### config.mk
export PLATFORM = sky130hd
export DESIGN_NAME = burst_addr_ctr
export DESIGN_NICKNAME = d
export VERILOG_FILES = /design/src/rtl/burst_addr_pkg.sv /design/src/rtl/burst_addr_decode.sv /design/src/rtl/burst_addr_next.sv /design/src/rtl/burst_addr_reg.sv /design/src/rtl/burst_addr_ctr.sv
export SDC_FILE = /design/constraint.sdc
export NUM_CORES = 1
export LEC_CHECK = 0
export ABC_CLOCK_PERIOD_IN_PS = 1900
export BUFFER_PORTS_ARGS = -buffer_cell sky130_fd_sc_hd__buf_2
export CORE_MARGIN = 2
export CORE_UTILIZATION = 31
export DETAILED_ROUTE_END_ITERATION = 8
export HOLD_SLACK_MARGIN = 0.03
export PLACE_DENSITY = 0.6
export SETUP_SLACK_MARGIN = 0.4
export SLEW_MARGIN = 20
export SYNTH_ARGS = -nofsm -noshare
export SYNTH_HDL_FRONTEND = slang
export SYNTH_SLANG_ARGS = --single-unit
### constraint.sdc
create_clock -name clk -period 1.9 [get_ports clk]
set_clock_uncertainty 0.2 [all_clocks]
set_input_delay 0.095 -clock clk [delete_from_list [all_inputs] [get_ports clk]]
set_output_delay 0.095 -clock clk [all_outputs]
set_load 0.01 [all_outputs]
### src/rtl/burst_addr_pkg.sv
package burst_addr_pkg;

  typedef enum logic [1:0] {
    OP_HOLD  = 2'd0,
    OP_STEP  = 2'd1,
    OP_LOAD  = 2'd2,
    OP_CLEAR = 2'd3
  } addr_op_e;

endpackage

### src/rtl/burst_addr_decode.sv
module burst_addr_decode
  import burst_addr_pkg::*;
(
  input  logic     zero_n,
  input  logic     strobe_n,
  input  logic     advance_n,
  output addr_op_e op
);

  // fixed priority: clear, load, step, hold
  always_comb begin
    if (!zero_n)         op = OP_CLEAR;
    else if (!strobe_n)  op = OP_LOAD;
    else if (!advance_n) op = OP_STEP;
    else                 op = OP_HOLD;
  end

endmodule

### src/rtl/burst_addr_next.sv
module burst_addr_next
  import burst_addr_pkg::*;
#(
  parameter int ADDR_W = 16
) (
  input  addr_op_e          op,
  input  logic [ADDR_W-1:0] held,
  input  logic [ADDR_W-1:0] ext,
  output logic [ADDR_W-1:0] next_addr
);

  localparam logic [ADDR_W-1:0] ONE = ADDR_W'(1);

  logic [ADDR_W-1:0] stepped;

  // modulo-2^ADDR_W increment; the carry out is dropped, giving the wrap
  assign stepped = held + ONE;

  always_comb begin
    unique case (op)
      OP_CLEAR: next_addr = '0;
      OP_LOAD:  next_addr = ext;
      OP_STEP:  next_addr = stepped;
      default:  next_addr = held;
    endcase
  end

endmodule

### src/rtl/burst_addr_reg.sv
module burst_addr_reg #(
  parameter int ADDR_W = 16
) (
  input  logic              clk,
  input  logic              rst_n,
  input  logic [ADDR_W-1:0] d,
  output logic [ADDR_W-1:0] q
);

  always_ff @(posedge clk or negedge rst_n) begin
    if (!rst_n) q <= '0;
    else        q <= d;
  end

  // stored value follows the previous cycle's access address
  p_store_follows_r7: assert property (@(posedge clk) disable iff (!rst_n)
    1'b1 |=> q == $past(d));

endmodule

### src/rtl/burst_addr_ctr.sv
module burst_addr_ctr
  import burst_addr_pkg::*;
#(
  parameter int ADDR_W = 16
) (
  input  logic              clk,
  input  logic              rst_n,
  input  logic [ADDR_W-1:0] ext_addr,
  input  logic              strobe_n,
  input  logic              advance_n,
  input  logic              zero_n,
  output logic [ADDR_W-1:0] access_addr,
  output logic [ADDR_W-1:0] held_addr
);

  addr_op_e op;

  burst_addr_decode u_decode (
    .zero_n    (zero_n),
    .strobe_n  (strobe_n),
    .advance_n (advance_n),
    .op        (op)
  );

  burst_addr_next #(.ADDR_W(ADDR_W)) u_next (
    .op        (op),
    .held      (held_addr),
    .ext       (ext_addr),
    .next_addr (access_addr)
  );

  burst_addr_reg #(.ADDR_W(ADDR_W)) u_reg (
    .clk   (clk),
    .rst_n (rst_n),
    .d     (access_addr),
    .q     (held_addr)
  );

  // clear wins over everything, in the same cycle
  p_clear_zero_r2: assert property (@(posedge clk) disable iff (!rst_n)
    !zero_n |-> access_addr == '0);

  // stored address is zero after a clear cycle
  p_clear_stored_r2: assert property (@(posedge clk) disable iff (!rst_n)
    !zero_n |=> held_addr == '0);

  // load uses the external bus in the same cycle
  p_load_used_r3: assert property (@(posedge clk) disable iff (!rst_n)
    (zero_n && !strobe_n) |-> access_addr == ext_addr);

  // step is previous address plus one, modulo the address space
  p_step_plus_one_r4: assert property (@(posedge clk) disable iff (!rst_n)
    (zero_n && strobe_n && !advance_n) |-> access_addr == ADDR_W'(held_addr + 1'b1));

  // hold repeats the stored address
  p_hold_same_r5: assert property (@(posedge clk) disable iff (!rst_n)
    (zero_n && strobe_n && advance_n) |-> access_addr == held_addr);

  // reset state
  always_comb begin
    if (!rst_n) a_reset_zero_r1: assert (held_addr == '0);
  end

endmodule

# --- Word level (Yosys, flattened, before mapping) ---
# Index checks and enable logic that the tools add are counted.
op_classes:
  n_addsub: 1
  n_mux: 4
  n_eq_ne: 3
op_table:
  columns: ["cell", "n"]
  rows:
  - ["$pmux W16 S3", 1]
  - ["$add A16 B1 Y16 const B", 1]
  - ["$eq A2 B2 Y1 const B", 2]
  - ["$mux W2", 2]
  - ["$eq A2 B1 Y1 const B", 1]
  - ["$mux W1", 1]
word_totals:
  regBits: 16
  out_inout_bits: 32
  input_bits: 21

# --- Logic depth before layout (Yosys ltp) ---
# Gate-level depths: netlist (run 1).
depth:
  word_depth: 5
  ltp_mapped: 5
  ltp_nobuf: 5

# --- By module ---
# From an unflattened synthesis (run 1), not the netlist that was laid out.
hier_totals:
  hier_cells: 119
  area_unflattened_um2: 1147.4
modules_own_cells:
  columns: ["mod", "n_inst", "area_each_um2", "seq_area_each_um2", "cells_per_inst"]
  rows:
  - ["burst_addr_next", 1, 730.7, 0.0, 100]
  - ["burst_addr_reg", 1, 400.4, 400.4, 16]
  - ["burst_addr_decode", 1, 16.3, 0.0, 3]

# --- Worst setup path before layout (run 1) ---
# OpenSTA, ideal clock, no wires.
synth_timing:
  path_kind: "reg-to-reg"
  startpoint: "reg u_reg.q[0]"
  endpoint: "reg u_reg.q[6]"
  slack_ps: -94
  stages_incl_launch_ff: 5
  t_arrival_ps: 1625
  path_buffers: 0
  cell_sequence: "dfrtp_1 ha_1 nand3b_1 or3_1 a311oi_1"
synth_between:
  elab_chain_len: 2
synth_rtl:
  columns: ["item", "line", "text"]
  rows:
  - ["start: declaration", "burst_addr_reg.sv:7", "output logic [ADDR_W-1:0] q"]
  - ["start signal: assignment", "burst_addr_reg.sv:11", "if (!rst_n) q <= '0;"]
  - ["start signal: assignment", "burst_addr_reg.sv:12", "else q <= d;"]
  - ["$add A16 B1 Y16", "burst_addr_next.sv:17", "assign stepped = held + ONE;"]
  - ["$pmux W16 S3", "burst_addr_next.sv:20", "unique case (op)"]
  - ["via access_addr[6]", "burst_addr_ctr.sv:12", "output logic [ADDR_W-1:0] access_addr,"]
# The timed path passes the listed nets, and every way through them passes these cells.

# --- Worst setup path in the final report (run 1) ---
layout_timing:
  startpoint: "reg u_reg.q[0]"
  endpoint: "out access_addr[6]"
layout_between:
  elab_chain_len: 2
layout_rtl:
  columns: ["item", "line"]
  rows:
  - ["$add A16 B1 Y16", "burst_addr_next.sv:17"]
  - ["$pmux W16 S3", "burst_addr_next.sv:20"]
  - ["end: declaration", "burst_addr_ctr.sv:12"]
# Every way passes these cells.

==> results by stage, run 1 <==
Worst setup path:
- Data on the critical path arrives at its endpoint at approximately 1.8 ns.
- The worst setup path is of the reg -> out kind.
- The worst register-to-register path ends at u_reg.q[7].
- Measured in cells, the most critical reg-to-reg path has a length of 8.
- The element type at the critical path start is a flip-flop.
- Data on the critical path is required at its endpoint by 1.60 ns.
- The flop-to-flop setup slack is approximately 0.14 ns.
- The capturing element type of the critical path is a primary output.
- In this run the critical register-to-register path is launched from u_reg.q[0].
- The top fanout value on the critical path is 3.

Run status:
- The final reports fail on negative hold slack, negative setup slack.
- The run finished, with violations left.

STA:
- Of the available clock period, the critical path in the final layout requires 109.6%.
- The smallest hold slack is -0.06808 ns.
- The total count of max-transition violations in the final report is 0.
- For this run, the top clock speed supported by timing is 0.4804 GHz.
- The headroom to the max-slew limit is 69.74%.
- The worst path in the final design needs a cycle of 2.082 ns, including I/O delays and setup.
- The number of hold-slack violations in the final timing report came to 6.
- Setup repair after global routing could not meet its margin everywhere.
- The worst-case setup margin in the final layout is -0.1818 ns.
- Setup violations remaining at the end of the flow were counted as 12.
- The pin slew with the least headroom to its limit is approximately 0.45 ns.

Logic synthesis:
- The basic-gate share of the synthesized area counting and, or, nand and nor cells is 23.14%.
- The area share of the leading cell type in the synthesized netlist is 42.55%.
- The xor and xnor area share after synthesis is 12.10%.
- The dominant cell type by area after synthesis is sky130_fd_sc_hd__dfrtp_1.
- The number of cells produced by synthesis is 99.
- The count of yosys warnings during synthesis is 0.
- After synthesis, the netlist uses 24 different library cells.
- Sequential elements use 42.55% of the synthesized area.
- The combined area of all synthesized cells is 940.9 µm².
- The per-instance average area after synthesis is 9.504 µm².
- Measured against the total synthesized area, the mux share comes to under 10%.
- In this run, synthesis produced a sequential element count of 16.
- The share of synthesized cell area in full adder, half adder and majority cells is roughly 1.3%.
- Ranked by total cell area, the synthesized netlist is headed by sky130_fd_sc_hd__dfrtp_1 43%, sky130_fd_sc_hd__xnor2_1 9.3%, sky130_fd_sc_hd__a21oi_1 6.4%.
- The synthesized netlist devotes about 17% of its cell area to compound gates.
- The main combinational cell family by area after synthesis is simple AND/OR/NAND/NOR gates.
- When the netlist entered floorplanning its net count stood at about 120.

Cells and area:
- At the end of the flow, the number of nets in the layout was ~220.
- The register with the most flip-flops in the layout has 16 of them.
- The area growth from synthesis to layout is 98.27%.
- More flip-flops sit in one register than any other, and that register is u_reg.q.
- The most common cell after layout, fill and taps aside is sky130_fd_sc_hd__buf_2.
- The post-route core utilization is between 60% and 70%.
- In the layout the commonest cells are 52 x sky130_fd_sc_hd__buf_2, 23 x sky130_fd_sc_hd__buf_4, 15 x sky130_fd_sc_hd__dlygate4sd3_1, 11 x sky130_fd_sc_hd__o21ai_0, 9 x sky130_fd_sc_hd__dfrtp_2.
- The finished layout cell area is between 0.0015 and 0.002 mm².
- The largest registers in the layout are u_reg.q x16.
- Cells with a size suffix above 1 make up 62.63% of the layout.
- 0 antenna diodes ended up in the layout.

Die:
- The width of the die is 59.09 µm.
- After floorplanning, the core was sized to cover about 0.0028 mm².
- The floorplan has 19 rows.
- For this design the top-level I/O count stands at 53.
- The die is 59.09 µm tall.
- The effective utilization at floorplan is 33.26%.
- The die area is 0.003492 mm².

Placement:
- The total placed instance area is 0.001308 mm².
- At the end of routability-driven placement, the weighted congestion stood at 0.6777.
- Summed over all nets, the half-perimeter wirelength after detailed placement is 1901 µm.
- The total of buffers placed on input and output ports is 52.

Power and ir drop:
- The clock network burns 22.5% of the power.
- For this design the total switching power over the nets is 0.0002896 W.
- The power after layout is between 0.0008 and 0.0009 W.
- The internal power component is 0.0006020 W.
- The worst-case IR drop observed on VDD is between 0.4 and 0.5 mV.
- Combinational logic is responsible for approximately a third of the overall power.
- The switching share of power is 32.48%.
- The leakage power is between 0.9 and 1 nW.
- For this design the ratio of total power to cell area is 477.9 mW/mm².
- The share of total power in sequential cells is 44.5%.

Global routing:
- The initial antenna violation count is 0.
- The pin count of the biggest net entering global routing is 23.
- The via count of the first global-routing pass came to around 1100.
- Across every metal layer, demand over resource in global routing totals 19.45%.
- The final global-route overflow total is 0.
- The first global-routing pass estimated between 5000 and 6000 µm of wire.

Hold path:
- For hold timing, the worst endpoint is u_reg.q[6].
- The path class of the tightest hold or removal check is in -> reg.
- The start point of the worst min-delay path is ext_addr[6].
- The count of cells along the worst hold path is 3.

Detailed routing:
- The remaining routing DRC violations is 0.
- The number of nets still failing antenna checks after routing is 0.
- The number of design-rule violations left by the first detailed-router iteration is 34.
- After detailed routing, the total wire length is 3337 µm.
- The routed length per placed instance is 14.57 µm.
- Across all layers, the routed design uses 1130 vias.
- The number of vias per cell is between 4 and 5.
- The first detailed-routing pass ran for 3 iterations.

Clock tree:
- The CTS tree is done.
- Hold repair after CTS inserted 15 buffers.
- Counting the buffers created by CTS gives 3.
- CTS built an H-tree with a depth of 1.
- The clock reaches the later pin of the worst-skew pair after just under 0.3 ns.
- The CTS root buffer is sky130_fd_sc_hd__clkbuf_4.
- After clock tree synthesis, the clock-pin slew on the worst setup and hold paths is 0.10 ns.
- No sink is reached through more buffers than the 2 on the longest clock path.
- For this design, the sink count on the clock tree is 16.

Job:
- The max-capacitance violation count is 0.
[per-layer routing]
| layer | GRT usage [%] | vias up | part of all wire [%] |
|---|---|---|---|
| met3 | 6.114 | 0 | 5.7 |
| met2 | 36.03 | 33 | 53 |
| met1 | 22.42 | 536 | 42 |
| li1 | - | 561 | - |
| met4 | 2.273 | 0 | 0 |
| met5 | 0 | - | 0 |
[power groups by stage]
stage	combinational [W]	sequential (W)	clock, W
2_1_floorplan	0.0000910	0.000414	0
3_3_place_gp	0.000186	0.000406	0
3_5_place_dp	0.000188	0.000408	0
4_1_cts	0.000265	0.000395	0.000209
5_1_grt	0.000320	0.000400	0.000225
6_report	0.000295	0.000396	0.000200
[repair_timing]
item / 4_1_cts / 5_1_grt
pin swaps: 17 / 19
setup endpoints to repair: 26 / 29
setup buffers: 19 / 10
gates cloned: 1 / 0
endpoints found under the hold margin: 32 / 6
gates resized for setup: 12 / 13
[logic make-up after synthesis]
| logic type | Yosys count |
|---|---|
| multiplexers | 1 |
| flip-flops | 16 |
| buffers and inverters | 8 |
| XOR/XNOR | 13 |
| AO/OA/AOI/OAI | 28 |
| adder cells (fa/ha/maj) | 1 |
| AND/OR/NAND/NOR | 32 |
[cells in the mapped netlist]
| master | count |
|---|---|
| sky130_fd_sc_hd__a211oi_1 | 3 |
| sky130_fd_sc_hd__or3_1 | 1 |
| sky130_fd_sc_hd__nor2_1 | 9 |
| sky130_fd_sc_hd__o311a_1 | 1 |
| sky130_fd_sc_hd__clkbuf_1 | 3 |
| sky130_fd_sc_hd__nand3_1 | 4 |
| sky130_fd_sc_hd__mux2i_1 | 1 |
| sky130_fd_sc_hd__ha_1 | 1 |
| sky130_fd_sc_hd__a311oi_1 | 1 |
| sky130_fd_sc_hd__dfrtp_1 | 16 |
| sky130_fd_sc_hd__nand4_1 | 2 |
| sky130_fd_sc_hd__inv_1 | 4 |
| sky130_fd_sc_hd__buf_1 | 1 |
| sky130_fd_sc_hd__nor3_1 | 5 |
| sky130_fd_sc_hd__nor2b_1 | 1 |
| sky130_fd_sc_hd__xnor2_1 | 10 |
| sky130_fd_sc_hd__nand4b_4 | 1 |
| sky130_fd_sc_hd__xor2_1 | 3 |
| sky130_fd_sc_hd__a21oi_1 | 12 |
| sky130_fd_sc_hd__nor4_2 | 4 |
| sky130_fd_sc_hd__nand2_1 | 3 |
| sky130_fd_sc_hd__o21ai_0 | 11 |
| sky130_fd_sc_hd__nand4_4 | 1 |
| sky130_fd_sc_hd__nand3b_1 | 1 |
[layout make-up]
type	instances	area (µm²)
Timing Repair Buffer	98	681.9
Inverter	4	15.01
Fill cell	227	963.4
Tap cell	31	38.79
Multi-Input combinational cell	76	691.9
Clock buffer	4	26.28
Sequential cell	16	411.6
[worst max-delay path, stage by stage (launching register included)]
cell and delay, ns:
sky130_fd_sc_hd__dfrtp_2 0.42, sky130_fd_sc_hd__ha_4 0.14, sky130_fd_sc_hd__nand3b_1 0.12, sky130_fd_sc_hd__or3_1 0.34
sky130_fd_sc_hd__a311oi_2 0.29, sky130_fd_sc_hd__buf_2 0.19
[how the worst max path moves through the flow]
stage,cells past startpoint,to,startpoint
2_1_floorplan,4,u_reg.q[6],u_reg.q[0]
3_3_place_gp,7,access_addr[12],u_reg.q[0]
3_5_place_dp,7,access_addr[12],u_reg.q[0]
4_1_cts,7,access_addr[12],u_reg.q[0]
5_1_grt,5,access_addr[6],u_reg.q[0]
6_report,5,access_addr[6],u_reg.q[0]
[per-stage QoR]
step	instances	hold slack, ns	TNS, ns	worst slack [ns]
2_1_floorplan	99	-0.4006	0	0.1069
3_3_place_gp	180	-0.1666	0	0.1268
3_5_place_dp	180	-0.1553	0	0.1042
4_1_cts	219	-0.09472	-1.151	-0.1548
5_1_grt	229	-0.1029	-2.489	-0.2611
6_report	229	-0.06808	-0.9819	-0.1818
(Power assumes the default switching activity.)
==> run 2, diff against run 1 <==
--- a/config.mk
+++ b/config.mk
@@ -7,7 +7,7 @@
 export LEC_CHECK = 0
 export ABC_CLOCK_PERIOD_IN_PS = 1900
 export BUFFER_PORTS_ARGS = -buffer_cell sky130_fd_sc_hd__buf_2
-export CORE_MARGIN = 2
+export CORE_MARGIN = 10
 export CORE_UTILIZATION = 31
 export DETAILED_ROUTE_END_ITERATION = 8
 export HOLD_SLACK_MARGIN = 0.03
==> run 2 against run 1 <==
  * The flow still finishes with violations (negative hold slack, negative setup slack)
  * Critical path depth is the same
  * Worst hold slack gained 0.014 ns
  * First-iteration DRC count grew 76%
  * Sequential cell count is the same
  * Combinational power grew 8.8%
  * Clock-buffer cell count is the same
  * Via count grew 5.8%
  * Critical path type unchanged
==> results by stage, run 2 (same netlist as run 1, synthesis figures left out) <==
Run status:
- The run finished, with violations left.
- The checks that failed: negative hold slack, negative setup slack.

Worst setup path:
- The worst endpoint data arrival time is 1.83 ns.
- The capturing element type of the critical path is a primary output.
- The critical path ends at access_addr[6].
- The element type at the critical path start is a flip-flop.
- The worst path required time is 1.60 ns.
- In this run the critical register-to-register path is captured at u_reg.q[3].
- The startpoint identified for the worst register-to-register timing path is u_reg.q[1].
- The category of the most critical setup path is reg -> out.
- Setup slack on the worst reg-to-reg path comes out at between 0.1 and 0.15 ns.
- The top fanout value on the critical path is 3.
- The logic depth of the worst register-to-register path is 7.
- In this run the worst setup path begins at u_reg.q[0].

Detailed routing:
- Once detail routing completed, the nets flagged for antenna violations numbered 0.
- The total via count after detailed routing is ~1200.
- The routed design has around 4000 µm of wire.
- The routed length per placed instance is about 17 µm.
- The remaining routing DRC violations is 0.
- The detailed router finished its first iteration with 60 violations.
- After detailed routing, the number of vias per cell comes to about 5.1.
- The pre-antenna-repair detailed-routing pass consisted of 4 iterations.

Cells and area:
- Of the cells placed in the final design, the portion with a size suffix greater than 1 is 66.34%.
- In the final layout, the registers with the most flip-flops are u_reg.q x16.
- The area growth from synthesis to layout is 112.5%.
- The number of nets in the finished design is 228.
- After filler insertion, the fill cell instance count of the layout stands at about 210.
- The flip-flop count of the largest register after layout is 16.
- The library cell used most frequently in the layout, excluding fill and tap cells, is sky130_fd_sc_hd__buf_2.
- More flip-flops sit in one register than any other, and that register is u_reg.q.
- Leaving out fill and tap cells, the most frequent cells in the layout are 51 x sky130_fd_sc_hd__buf_2, 25 x sky130_fd_sc_hd__buf_4, 15 x sky130_fd_sc_hd__dlygate4sd3_1, 11 x sky130_fd_sc_hd__o21ai_0, 11 x sky130_fd_sc_hd__buf_6.
- The non-filler instance count after layout is 236.
- The number of inserted diodes is 0.

Global routing:
- The via count of the first global-routing pass is 1202.
- The initial antenna violation count is 0.
- The first global-routing pass estimated roughly 5800 µm of wire.
- The pin count of the biggest net entering global routing is 21.
- In the global route stage, overall resource usage came out at 13.12%.
- After global routing the overflow that remains totals 0.

Clock tree:
- The root buffer cell chosen for the clock tree is sky130_fd_sc_hd__clkbuf_4.
- The number of levels in the clock H-tree is 1.
- The tree built by TritonCTS fans out to 16 sinks.
- The total clock buffers created by CTS is 3.
- The clock passes through at most 2 buffers.
- After clock tree synthesis, the clock-pin slew on the worst setup and hold paths is 0.10 ns.
- TritonCTS built the clock tree.
- The source-to-sink clock delay at the later pin of the worst-skew pair is 0.29 ns.
- The number of hold buffers added after CTS was 15.

Power and ir drop:
- The peak supply drop is roughly 0.27 mV.
- The analysis attributes to cell leakage a power of 0.9834 nW.
- The power density of the placed cells is 461.1 mW/mm².

STA:
- Timing would allow up to 0.4697 GHz.
- Of the available clock period, the critical path in the final layout requires 112.1%.
- The clock period minus worst slack is between 2 and 2.5 ns.
- For the pin with the worst max-slew slack, the measured transition is between 0.3 and 0.4 ns.
- Setup repair after global routing could not meet its margin everywhere.
- The headroom to the max-slew limit is approximately 74%.
- The total count of max-transition violations in the final report was 0.
- Setup violations remaining at the end of the flow were counted as 15.
- Setup total negative slack on the finished layout was measured at -2.017 ns.
- The worst-case setup margin in the final layout is -0.2292 ns.
- The smallest hold slack is -0.05439 ns.
- The number of hold-slack violations in the final timing report is 6.

Placement:
- The number of placed instances, taps included is 180.
- In this run the tool buffered the top-level ports with 52 buffer cells.
- Detailed placement finished with a half-perimeter wire length of 2412 µm.
- At the end of routability-driven placement, the weighted congestion stood at 0.7652.

Die:
- The die height is about 75 µm.
- The top-level I/O count is 53.
- The die is 75.09 µm wide.
- The core outline area is approximately 0.0028 mm².
- The floorplan has 19 rows.
- The die area is ~0.0056 mm².
- The effective utilization at floorplan is 33.26%.

Job:
- Max-cap violations in this run came to 0.

Hold path:
- The tightest min-delay check is of the in -> reg type.
## run 2: changes by cell type in the layout (fill, tap and decap cells not counted), sizes merged
| cell | before | now |
|---|---|---|
| buf | 83 | 90 |
## run 2: critical path, cell delays in order, from the launching register on
cell and delay, ns:
sky130_fd_sc_hd__dfrtp_2 0.42, sky130_fd_sc_hd__ha_4 0.14, sky130_fd_sc_hd__nand3b_1 0.11, sky130_fd_sc_hd__or3_1 0.35
sky130_fd_sc_hd__a311oi_2 0.30, sky130_fd_sc_hd__buf_2 0.21
## run 2: through the flow
step / power [W] / worst slack [ns] / utilization (%) / instance area [µm²]
3_3_place_gp: 0.0006014 / 0.1467 / 46.66 / 1320
6_report: 0.0009219 / -0.2292 / 70.68 / 1999
2_1_floorplan: 0.0005049 / 0.1069 / - / 1008
3_5_place_dp: 0.0006046 / 0.09597 / 46.66 / 1320
5_1_grt: 0.0009769 / -0.3060 / 70.68 / 1999
4_1_cts: 0.0008963 / -0.1575 / 63.16 / 1787
## run 2: worst min-delay path by stage
stage          startpoint           to  slack [ns]  cells past startpoint
2_1_floorplan       rst_n   u_reg.q[0]       -0.40                      0
3_3_place_gp        rst_n  u_reg.q[13]       -0.16                      1
3_5_place_dp        rst_n  u_reg.q[13]       -0.16                      1
4_1_cts            zero_n  u_reg.q[10]       -0.06                      2
5_1_grt            zero_n  u_reg.q[10]       -0.06                      2
6_report           zero_n  u_reg.q[10]       -0.05                      2
## run 2: routing by layer
| layer | vias up | track usage (%) | routed length (µm) |
|---|---|---|---|
| met4 | 0 | 6.513 | 35 |
| li1 | 578 | - | - |
| met2 | 33 | 23.14 | 2146 |
| met3 | 2 | 2.234 | 197 |
| met1 | 582 | 14.89 | 1584 |
| met5 | - | 0 | 0 |
## run 2: where the power goes
part / internal, W / switching, W / total, W
clock network: 0.0000817 / 0.000119 / 0.000200
registers: 0.000366 / 0.0000352 / 0.000401
logic: 0.000173 / 0.000147 / 0.000321
total: 0.000621 / 0.000301 / 0.000922
## run 2: cell type report
| cell class | count | area (µm²) | area share, % |
|---|---|---|---|
| repair buffers | 105 | 777.0 | 38.86 |
| multi-input cells | 76 | 730.7 | 36.55 |
| well taps | 31 | 38.79 | 1.940 |
| inverters | 4 | 15.01 | 0.7509 |
| flip-flops and latches | 16 | 411.6 | 20.59 |
| clock buffers | 4 | 26.28 | 1.314 |
## run 2: timing repair
action / 4_1_cts / 5_1_grt
endpoints found under the hold margin: 32 / 6
setup buffers: 23 / 13
gates cloned: 1 / 0
resized for setup: 16 / 22
setup endpoints to repair: 26 / 32
pin swaps: 23 / 15
